### src/rtl/cwt_pkg.sv
package cwt_pkg;

  // default configuration of the wake timer
  parameter int unsigned CODE_W_DEF     = 3;
  parameter int unsigned BASE_TICKS_DEF = 20;
  parameter int unsigned EXT_MULT_DEF   = 8;

  // counter width able to hold the longest period
  function automatic int unsigned cnt_width(input int unsigned code_w,
                                            input int unsigned base_ticks,
                                            input int unsigned ext_mult);
    int unsigned longest;
    longest = base_ticks * ((32'd1 << code_w) - 1) * ext_mult;
    return $clog2(longest + 1);
  endfunction

  function automatic bit is_pow2(input int unsigned v);
    return (v != 0) && ((v & (v - 1)) == 0);
  endfunction

endpackage

### src/rtl/cwt_rst_sync.sv
module cwt_rst_sync #(
  parameter int unsigned STAGES = 2
) (
  input  logic clk_i,
  input  logic rst_ni,
  output logic rst_sync_no
);

  logic [STAGES-1:0] sync_q;
  logic [STAGES-1:0] sync_d;

  always_comb begin
    sync_d = {sync_q[STAGES-2:0], 1'b1};
  end

  always_ff @(posedge clk_i or negedge rst_ni) begin
    if (!rst_ni) begin
      sync_q <= '0;
    end else begin
      sync_q <= sync_d;
    end
  end

  assign rst_sync_no = sync_q[STAGES-1];

endmodule

### src/rtl/cwt_period_sel.sv
module cwt_period_sel #(
  parameter int unsigned CODE_W     = 3,
  parameter int unsigned BASE_TICKS = 20,
  parameter int unsigned EXT_MULT   = 8,
  parameter int unsigned CNT_W      = 11
) (
  input  logic [CODE_W-1:0] code_i,
  input  logic              ext_i,
  output logic              enable_o,
  output logic [CNT_W-1:0]  limit_o
);

  localparam logic [CNT_W-1:0] BASE_W = CNT_W'(BASE_TICKS);

  logic [CNT_W-1:0] base_len;
  logic [CNT_W-1:0] long_len;

  always_comb begin
    base_len = CNT_W'(code_i) * BASE_W;
  end

  // the stretch is a plain shift when the factor is a power of two
  generate
    if (cwt_pkg::is_pow2(EXT_MULT)) begin : g_shift
      localparam int unsigned SHIFT = $clog2(EXT_MULT);
      always_comb begin
        long_len = base_len << SHIFT;
      end
    end else begin : g_mult
      localparam logic [CNT_W-1:0] MULT_W = CNT_W'(EXT_MULT);
      always_comb begin
        long_len = base_len * MULT_W;
      end
    end
  endgenerate

  always_comb begin
    enable_o = (code_i != '0);
    limit_o  = ext_i ? long_len : base_len;
  end

endmodule

### src/rtl/cwt_restart_det.sv
module cwt_restart_det #(
  parameter int unsigned CODE_W = 3
) (
  input  logic              clk_i,
  input  logic              rst_ni,
  input  logic [CODE_W-1:0] code_i,
  input  logic              ext_i,
  input  logic              active_i,
  output logic              restart_o
);

  logic [CODE_W-1:0] code_q, code_d;
  logic              ext_q, ext_d;
  logic              act_q, act_d;
  logic              code_chg, ext_chg, act_rise;

  always_comb begin
    code_d   = code_i;
    ext_d    = ext_i;
    act_d    = active_i;
    code_chg = (code_i != code_q);
    ext_chg  = (ext_i != ext_q);
    act_rise = active_i & ~act_q;
    restart_o = code_chg | ext_chg | act_rise;
  end

  always_ff @(posedge clk_i or negedge rst_ni) begin
    if (!rst_ni) begin
      code_q <= '0;
      ext_q  <= 1'b0;
      act_q  <= 1'b0;
    end else begin
      code_q <= code_d;
      ext_q  <= ext_d;
      act_q  <= act_d;
    end
  end

endmodule

### src/rtl/cwt_interval_cnt.sv
module cwt_interval_cnt #(
  parameter int unsigned CNT_W = 11
) (
  input  logic             clk_i,
  input  logic             rst_ni,
  input  logic             tick_i,
  input  logic             run_i,
  input  logic             restart_i,
  input  logic [CNT_W-1:0] limit_i,
  output logic             wake_o
);

  logic [CNT_W-1:0] cnt_q, cnt_d;
  logic             cnt_en;
  logic             at_end;
  logic             wake_q, wake_d;

  always_comb begin
    at_end = ({1'b0, cnt_q} + 1'b1) >= {1'b0, limit_i};
    cnt_en = restart_i | ~run_i | tick_i;
    cnt_d  = cnt_q;
    wake_d = 1'b0;
    if (restart_i || !run_i) begin
      cnt_d = '0;
    end else if (tick_i) begin
      if (at_end) begin
        cnt_d  = '0;
        wake_d = 1'b1;
      end else begin
        cnt_d = cnt_q + 1'b1;
      end
    end
  end

  always_ff @(posedge clk_i or negedge rst_ni) begin
    if (!rst_ni) begin
      cnt_q <= '0;
    end else if (cnt_en) begin
      cnt_q <= cnt_d;
    end
  end

  always_ff @(posedge clk_i or negedge rst_ni) begin
    if (!rst_ni) begin
      wake_q <= 1'b0;
    end else begin
      wake_q <= wake_d;
    end
  end

  assign wake_o = wake_q;

endmodule

### src/rtl/cyc_wake_timer.sv
module cyc_wake_timer #(
  parameter int unsigned CODE_W     = cwt_pkg::CODE_W_DEF,
  parameter int unsigned BASE_TICKS = cwt_pkg::BASE_TICKS_DEF,
  parameter int unsigned EXT_MULT   = cwt_pkg::EXT_MULT_DEF
) (
  input  logic              clk_i,
  input  logic              rst_ni,
  input  logic              tick_i,
  input  logic              active_i,
  input  logic [CODE_W-1:0] code_i,
  input  logic              ext_i,
  output logic              wake_o
);

  localparam int unsigned CNT_W = cwt_pkg::cnt_width(CODE_W, BASE_TICKS, EXT_MULT);

  logic             rst_sync_n;
  logic             cfg_enable;
  logic [CNT_W-1:0] limit;
  logic             restart;
  logic             run;

  cwt_rst_sync #(.STAGES(2)) u_rst_sync (
    .clk_i       (clk_i),
    .rst_ni      (rst_ni),
    .rst_sync_no (rst_sync_n)
  );

  cwt_period_sel #(
    .CODE_W     (CODE_W),
    .BASE_TICKS (BASE_TICKS),
    .EXT_MULT   (EXT_MULT),
    .CNT_W      (CNT_W)
  ) u_period_sel (
    .code_i   (code_i),
    .ext_i    (ext_i),
    .enable_o (cfg_enable),
    .limit_o  (limit)
  );

  cwt_restart_det #(.CODE_W(CODE_W)) u_restart_det (
    .clk_i     (clk_i),
    .rst_ni    (rst_sync_n),
    .code_i    (code_i),
    .ext_i     (ext_i),
    .active_i  (active_i),
    .restart_o (restart)
  );

  always_comb begin
    run = active_i & cfg_enable;
  end

  cwt_interval_cnt #(.CNT_W(CNT_W)) u_interval_cnt (
    .clk_i     (clk_i),
    .rst_ni    (rst_sync_n),
    .tick_i    (tick_i),
    .run_i     (run),
    .restart_i (restart),
    .limit_i   (limit),
    .wake_o    (wake_o)
  );

endmodule

### config.mk
export PLATFORM = sky130hd
export DESIGN_NAME = cyc_wake_timer
export DESIGN_NICKNAME = d
export VERILOG_FILES = /design/src/rtl/cwt_pkg.sv /design/src/rtl/cwt_rst_sync.sv /design/src/rtl/cwt_period_sel.sv /design/src/rtl/cwt_restart_det.sv /design/src/rtl/cwt_interval_cnt.sv /design/src/rtl/cyc_wake_timer.sv
export SDC_FILE = /design/constraint.sdc
export NUM_CORES = 1
export LEC_CHECK = 0
export ABC_AREA = 0
export BUFFER_PORTS_ARGS = -buffer_cell sky130_fd_sc_hd__buf_2
export CORE_MARGIN = 2
export CORE_UTILIZATION = 30
export CTS_CLUSTER_DIAMETER = 200
export CTS_CLUSTER_SIZE = 20
export DETAILED_ROUTE_END_ITERATION = 6
export GPL_TIMING_DRIVEN = 0
export MAX_ROUTING_LAYER = met4
export PLACE_DENSITY = 0.54
export SETUP_SLACK_MARGIN = 0.15
export SLEW_MARGIN = 15
export SYNTH_ARGS = -nofsm -noshare
export SYNTH_HDL_FRONTEND = slang
export SYNTH_SLANG_ARGS = --single-unit
### constraint.sdc
create_clock -name clk_i -period 1 [get_ports clk_i]
set_clock_uncertainty 0.15 [all_clocks]
set_input_delay 0.05 -clock clk_i [delete_from_list [all_inputs] [get_ports clk_i]]
set_output_delay 0.05 -clock clk_i [all_outputs]
set_load 0.02 [all_outputs]
## Word level (Yosys, flattened, before mapping)

Cells that the tools add are included.

- Bits of input ports: 8
- Word-level logic and storage cells: 32
- Output and inout port bits: 1
- Register bits: 19

- Reductions and logical operators: 5
- $lt $le $gt $ge: 1
- Multiplexer cells: 7
- $mul: 1
- $add $sub $neg: 2
- Bitwise operators: 8
- Equal/unequal tests: 2

Operators by type and width:

| cell | count |
|---|---|
| two-way mux 11 bit | 4 |
| adder 11 x 1 -> 12 bit, second input constant | 1 |
| greater-or-equal comparator 12 x 11 -> 1 bit | 1 |
| adder 11 x 1 -> 11 bit, second input constant | 1 |
| multiplier 3 x 3 -> 6 bit, second input constant | 1 |
| bitwise OR 1 bit | 4 |
| two-way mux 1 bit | 3 |
| != test 3 bit | 1 |
| nonzero test 3 bit | 1 |
| AND 1 bit | 2 |
| NOT 1 bit | 2 |
| AND reduction 2 bit | 1 |
| nonzero test 2 bit | 1 |
| logical NOT 1 bit | 1 |
| logical OR 1 bit | 1 |
| != test 1 bit | 1 |

## Depth between registers and ports, before layout

Gate-level depths: netlist (run 1).

- Depth in word-level cells: 6
- Gate-level depth with buffers: 11
- Depth with buffers taken out: 10

## By module

A second synthesis (run 1) with hierarchy kept.

- Cells, all modules: 147
- Area, all modules: 1353.8 um^2

By module, submodules not included:

| module | cells each | area each (um^2) | instances | seq. area each (um^2) |
|---|---|---|---|---|
| cwt_interval_cnt | 114 | 949.7 | 1 | 300.3 |
| cwt_restart_det | 12 | 176.4 | 1 | 125.1 |
| cwt_period_sel | 17 | 167.7 | 1 | 0.0 |
| cwt_rst_sync | 3 | 53.8 | 1 | 50.0 |
| cyc_wake_timer | 1 | 6.3 | 1 | 0.0 |

## Worst setup path after synthesis (run 1)

No wires, ideal clock.

- Path type: register -> register
- Start: register u_interval_cnt.cnt_q[0]
- End: register u_interval_cnt.cnt_q[10]
- Path slack: -1.547 ns
- Required time: 0.773 ns
- Period minus slack after synthesis: 2.547 ns
- Path buffers: 1
- Data arrival time: 2.320 ns
- Cell stages (with the launch flop): 12
- Library setup time: 0.077 ns
- Cell sequence: dfrtp_1 ha_1 nand3_4 nor3_2 xor2_1 ha_1 nand3_1 nor2_1 a211oi_4 buf_6 nand4_1 a21oi_1

- Longest elaborated chain between the ends: 5
- Elaborated cells between the ends (all ways): 6
- Those cells by class: add/sub (2); order compare (1); mux (3)

RTL lines:

| what | RTL line | source |
|---|---|---|
| start: declaration | cwt_interval_cnt.sv:13 | `logic [CNT_W-1:0] cnt_q, cnt_d;` |
| start signal: assignment | cwt_interval_cnt.sv:39 | `cnt_q <= cnt_d;` |
| adder 11 x 1 -> 12 bit | cwt_interval_cnt.sv:19 | `at_end = ({1'b0, cnt_q} + 1'b1) >= {1'b0, limit_i};` |
| greater-or-equal comparator 12 x 11 -> 1 bit | cwt_interval_cnt.sv:19 |  |
| two-way mux 11 bit * | cwt_interval_cnt.sv:26 | `if (at_end) begin` |
| two-way mux 11 bit * | cwt_interval_cnt.sv:25 | `end else if (tick_i) begin` |
| two-way mux 11 bit * | cwt_interval_cnt.sv:23 | `if (restart_i \|\| !run_i) begin` |

Mark *: on every way between the ends. The rest lies on a longest branch, timed or not. The select of a mux whose other input is x is not followed.
A chain may end at the register's enable or synchronous reset.

## Worst setup path after layout (run 1)

- Start: register u_interval_cnt.cnt_q[0]
- End: register u_interval_cnt.cnt_q[5]

The elaborated chain is that of the path after synthesis.

==> results of run 1 <==
[worst min-delay path by stage]
stage	startpoint	to	slack, ps	cells after the start
2_1_floorplan	rst_ni	u_rst_sync.sync_q[0]	-400	0
3_3_place_gp	rst_ni	u_rst_sync.sync_q[0]	-310	1
3_5_place_dp	rst_ni	u_rst_sync.sync_q[0]	-310	1
4_1_cts	rst_ni	u_rst_sync.sync_q[0]	-50	2
5_1_grt	rst_ni	u_rst_sync.sync_q[1]	-50	2
6_report	rst_ni	u_rst_sync.sync_q[1]	-50	2
[area by class of cell]
class	instances	area share, %
sequential	19	26.2
clock buffer	4	2.45
buffer	9	3.54
multi-input combinational	117	47.5
inverter	3	0.613
timing repair buffer	39	16.1
tap	52	3.54
[registers in the layout, summed over array words and instances, names as in the netlist]
signal / flops
u_interval_cnt.cnt_q: 11
u_restart_det.code_q: 3
u_rst_sync.sync_q: 2
u_interval_cnt.wake_o: 1
u_restart_det.act_q: 1
u_restart_det.ext_q: 1
[stage by stage]
stage / setup WS [ps] / instances / total power [W]
after floorplan: -1410 / 148 / 0.000925
after global placement: -1760 / 207 / 0.000975
after detailed placement: -1840 / 207 / 0.000983
after CTS: -1590 / 243 / 0.00155
after global routing: -1810 / 243 / 0.00162
final: -1660 / 243 / 0.00154
[where the power goes]
group / leakage [nW] / switching (W) / total (W) / internal [W]
combinational: 0.563 / 0.000104 / 0.000189 / 0.0000852
clock: 0.0228 / 0.000262 / 0.000545 / 0.000283
sequential: 0.242 / 0.0000201 / 0.000803 / 0.000783
[routing by layer]
layer / vias to the layer above / track usage [%] / part of all wire, % / wire (um)
li1: 611 / - / - / -
met1: 625 / 19.1 / 46 / 1630
met2: 29 / 26.3 / 49 / 1750
met3: 8 / 2.95 / 3.9 / 139
met4: 0 / 2.73 / 1.6 / 58
met5: - / - / 0 / 0
[synthesized netlist by cell type, drive strengths merged]
cell / count
a211oi: 2
a21boi: 1
a21o: 2
a21oi: 11
a31oi: 3
and2: 1
and2b: 1
and3: 2
buf: 8
clkbuf: 1
conb: 1
dfrtp: 19
ha: 13
inv: 3
mux2i: 3
nand2: 18
nand2b: 2
nand3: 11
nand4: 8
nand4b: 2
nor2: 8
nor2b: 1
nor3: 6
nor4: 2
o2111ai: 1
o211ai: 2
o21ai: 3
xnor2: 6
xor2: 7
[critical path: cells and delay by family (launching register included)]
kind            cells  cell delay [ps]
simple gates        3              520
xor+xnor            1              210
fa+ha+maj           1              280
flops               1              420
buf+inv             1              190
compound gates      4              800
[layout by cell type, fill, tap and decap left out, drive strengths merged]
cell / netlist / layout
a21oi: 11 / 11
mux2i: 3 / 3
and2: 1 / 1
a31oi: 3 / 3
nand2b: 2 / 2
o211ai: 2 / 2
nor2b: 1 / 1
a21boi: 1 / 1
ha: 13 / 13
nor3: 6 / 6
dlygate4sd3: 0 / 6
nand2: 18 / 18
and3: 2 / 2
conb: 1 / 1
xnor2: 6 / 6
nand4: 8 / 8
o21ai: 3 / 3
dfrtp: 19 / 19
nor2: 8 / 8
nor4: 2 / 2
nand3: 11 / 11
clkbuf: 1 / 5
a211oi: 2 / 2
inv: 3 / 3
xor2: 7 / 7
nand4b: 2 / 2
and2b: 1 / 1
o2111ai: 1 / 1
buf: 8 / 41
a21o: 2 / 2
[logic make-up (layout without fill, tap and decap cells)]
kind of cell,count (synthesis),after routing,share of synthesized area [%]
simple gates,62,62,24.8
buf+inv,12,55,4.87
xor+xnor,13,13,8.37
mux,3,3,2.21
fa+ha+maj,13,13,12.0
flops,19,19,35.0
compound gates,25,25,12.5
other cells,1,1,0.276
[repair_timing]
item                                    in CTS  in global routing
gates cloned                                 1                  0
pin swaps                                    8                  1
endpoints found under the setup margin      30                 13
resized for setup                           13                  2
endpoints found under the hold margin       11                  3
setup buffers                               25                  0
==> results_dict.tcl, run 1 <==
set metrics [dict create \
    p_leak_nw 0.827 \
    required_ps 1030 \
    io_buffers 7 \
    r2r_slack_ps -1660 \
    synth.area.top_cells "dfrtp_1 (35%), ha_1 (12%), nand2_1 (5.0%), xor2_1 (4.5%), a21oi_1 (4.0%)" \
    synthToLayoutAreaGrowth_pct 35.1 \
    peakVddDrop_mv 0.687 \
    grt_max_degree 18 \
    syn-mean-instance-area_um2 9.19 \
    yosys_warnings 0 \
    htreeDepth 1 \
    rsz0062_at_grt "yes" \
    slew_violations 0 \
    powerDensity_mw_per_mm2 836 \
    drc 0 \
    cp_slowest_cell "dfrtp_2" \
    io_pins 9 \
    dr_total_vias 1273 \
    grt_overflow 0 \
    routed_wirelength_um 3580 \
    yosysSeqAreaShare_pct 35.0 \
    multi_input_area_um2 873 \
    grt_pass1_vias 1332 \
    post-synth-top-area-cell "dfrtp_1" \
    timing.final.crit_share_pct 266 \
    setup_tns_ps -19510 \
    synth_seq_cells 19 \
    drtIter0Drc 35 \
    startpoint "u_interval_cnt.cnt_q[0]" \
    finish.instance_area_mm2 0.00184 \
    via_per_inst 5.24 \
    root_buffer "clkbuf_8" \
    cts_tree "yes" \
    status "finished with violations" \
    ys_types 37 \
    seqCellArea_um2 482 \
    nets 213 \
    hpwlAfterDp_um 2340 \
    avgRoutedWirePerCell_um 14.7 \
    fin_crit_ps 2660 \
    grt_usage_pct 15.4 \
    path_cells "nand4_1, nor3_4, xor2_2, ha_1, a21o_1, a21o_1, a211oi_4, buf_4, nand4_1, a31oi_1" \
    cts_buffer_depth 2 \
    grt_pass1_wl_um 6100 \
    crit_fanout 5 \
    r2r-end "u_interval_cnt.cnt_q[5]" \
    core-area_mm2 0.00435 \
    placed_area_mm2 0.00149 \
    place.gp.congestion 0.892 \
    yosysTopAreaCellShare_pct 35.0 \
    rows 24 \
    hold_class "input port to async pin" \
    die_h_um 71.3 \
    cp-end-kind "flop" \
    crit_end "u_interval_cnt.cnt_q[5]" \
    fin_ws_ps -1660 \
    max_freq_ghz 0.376 \
    failed_checks "hold timing, setup timing" \
    cts_buffers 3 \
    cts_hold_buf 6 \
    synth_nets 169 \
    r2r_cells 10 \
    drive_above_1_share_pct 33.0 \
    synth_area_mm2 0.00136 \
    netlist_instances 148 \
    die_x_um 71.3 \
    critPathMaxStageDelay_ps 420 \
    hold_ws_ps -47.3 \
    antenna_cells_inserted 0 \
    drv_cap 0 \
    dr.pass1.iters 4 \
    dieArea_mm2 0.00509 \
    antenna_found_initial 0 \
    finalSetupViolCount 12 \
    clk_pin_slew_worst_paths_ps 80 \
    r2r-start "u_interval_cnt.cnt_q[0]" \
    fillers 405 \
    clock_latency_ps 260 \
    start_util_pct 31.2 \
    crit_arrival_ps 2680 \
    antenna_left 0 \
    crit_type "flop to flop" \
    crit_path_start_kind "flop" \
    cts.sinks 19 \
    hold_viol 6 \
    final_util_pct 42.2 \
]
Power figures use the tool's default switching activity.
==> run 2, diff against run 1 <==
--- a/config.mk
+++ b/config.mk
@@ -15,7 +15,9 @@
 export GPL_TIMING_DRIVEN = 0
 export MAX_ROUTING_LAYER = met4
 export PLACE_DENSITY = 0.54
+export REMOVE_ABC_BUFFERS = 1
 export SETUP_SLACK_MARGIN = 0.15
+export SKIP_LAST_GASP = 1
 export SLEW_MARGIN = 15
 export SYNTH_ARGS = -nofsm -noshare
 export SYNTH_HDL_FRONTEND = slang
==> run 2 against run 1 <==
Count of clock-buffer cells in the layout decreased by 1. Clock power about the same. Critical endpoint unchanged. Sequential cell count unchanged. Largest power group unchanged. The run still ends with hold timing, setup timing left. Largest cell class unchanged. Sequential power is essentially flat.
==> results_dict.tcl, run 2 (synthesis results as in run 1) <==
set metrics [dict create \
    antenna_cells_inserted 0 \
    grt_pass1_vias 1216 \
    status "finished with violations" \
    dieArea_mm2 0.00509 \
    crit_fanout 8 \
    placedCellCount 199 \
    rows 24 \
    dr.pass1.iters 4 \
    crit_path_start_kind "flop" \
    max_freq_ghz 0.378 \
    slew_violations 0 \
    finalSetupViolCount 12 \
    dr_total_vias 1224 \
    final_util_pct 41.2 \
    hpwlAfterDp_um 2030 \
    fin_crit_ps 2650 \
    largest_reg_flops 11 \
    nets 202 \
    grt_max_degree 18 \
    r2r_cells 11 \
    io_buffers 8 \
    fillers 430 \
    drv_cap 0 \
    met2_wirelength_um 1710 \
    wl_met3_um 117 \
    crit_end "u_interval_cnt.cnt_q[5]" \
    m1WireLength_um 1470 \
    startpoint "u_interval_cnt.cnt_q[1]" \
    core-area_mm2 0.00435 \
    grt_usage_pct 14.2 \
    cp-end-kind "flop" \
    grt_pass1_wl_um 5600 \
    cts_hold_buf 6 \
    clk_pin_slew_worst_paths_ps 80 \
    regMostFlops "u_interval_cnt.cnt_q" \
    grt_overflow 0 \
    r2r-end "u_interval_cnt.cnt_q[5]" \
    p_leak_nw 0.791 \
    avgRoutedWirePerCell_um 14.3 \
    powerDensity_mw_per_mm2 863 \
    hold_ws_ps -47.9 \
    cts_buffers 3 \
    place.gp.congestion 0.768 \
    hold_class "input port to async pin" \
    r2r-start "u_interval_cnt.cnt_q[1]" \
    drive_above_1_share_pct 32.2 \
    crit_arrival_ps 2660 \
    finalPower_w 0.00155 \
    drc 0 \
    via_per_inst 5.28 \
    clock_latency_ps 250 \
    peakVddDrop_mv 0.367 \
    timing.final.crit_share_pct 265 \
    layout_commonest_cell "buf_4" \
    finish.instance_area_mm2 0.00180 \
    failed_checks "hold timing, setup timing" \
    die_x_um 71.3 \
    highest_layer "met4" \
    die_h_um 71.3 \
    required_ps 1010 \
    seqCellArea_um2 485 \
    start_util_pct 31.2 \
    cts.sinks 19 \
    htreeDepth 1 \
    cts_tree "yes" \
    fin_ws_ps -1650 \
    synthToLayoutAreaGrowth_pct 32.0 \
    routed_wirelength_um 3320 \
    relSlewSlack_pct 33.0 \
    largestRegisters "u_interval_cnt.cnt_q x11, u_restart_det.code_q x3, u_rst_sync.sync_q x2" \
    multi_input_area_um2 873 \
    tightestPinTransition_ps 999 \
    cts_buffer_depth 2 \
    mostFrequentLayoutCells "buf_4 (21), nand2_1 (18), ha_1 (12)" \
    root_buffer "clkbuf_8" \
    hold_viol 4 \
    crit_type "flop to flop" \
    placed_area_mm2 0.00141 \
    instances_no_fill 232 \
    antenna_found_initial 0 \
    io_pins 9 \
    antenna_left 0 \
    rsz0062_at_grt "yes" \
    r2r_slack_ps -1650 \
    drtIter0Drc 32 \
]
## run 2: final cells by class
| class | count | share of cell area, % |
|---|---|---|
| clock buffer | 3 | 2.30 |
| clock inverter | 1 | 0.279 |
| inverter | 3 | 0.627 |
| multi-input combinational | 117 | 48.6 |
| sequential | 19 | 27.0 |
| tap | 52 | 3.62 |
| timing repair buffer | 37 | 17.5 |
## run 2: critical path: stages (launching register included)
cell and delay, ps:
dfrtp_2 420, nand4_1 190, nor3_2 180, xor2_1 250
ha_1 290, a21o_1 170, a21o_1 180, a211oi_4 170
buf_4 150, buf_12 110, nand3_2 70, a31oi_1 220
## run 2: worst min path at each step
| stage | slack, ps | cells after the start | to | start |
|---|---|---|---|---|
| floorplan | -400 | 0 | u_rst_sync.sync_q[0] | rst_ni |
| global placement | -310 | 1 | u_rst_sync.sync_q[0] | rst_ni |
| detailed placement | -310 | 1 | u_rst_sync.sync_q[0] | rst_ni |
| CTS | -50 | 2 | u_rst_sync.sync_q[1] | rst_ni |
| global route | -30 | 2 | u_rst_sync.sync_q[0] | rst_ni |
| finish | -50 | 2 | u_rst_sync.sync_q[0] | rst_ni |
## run 2: layer usage
layer  vias up  global-route usage [%]
li1        589                       -
met1       611                    17.2
met2        22                    24.2
met3         2                    1.83
met4         0                    5.45
met5         -                       -
## run 2: power breakdown
group,internal (W),switching (W)
Clock,0.000277,0.000267
Sequential,0.000782,0.0000205
Combinational,0.0000949,0.000108
Total,0.00115,0.000396
## run 2: repair_timing
action	in CTS	in global routing
endpoints found under the hold margin	13	5
cloned	1	0
pin swaps	19	3
buffers inserted	21	1
resized for setup	21	2
endpoints found under the setup margin	30	14
## run 2: through the flow
step           hold WS (ps)  TNS [ps]  setup slack, ps
2_1_floorplan          -396    -19040            -1610
3_3_place_gp           -314    -24160            -2060
3_5_place_dp           -314    -24310            -2060
4_1_cts               -48.4    -18660            -1570
5_1_grt               -31.2    -21280            -1810
6_report              -47.9    -19210            -1650
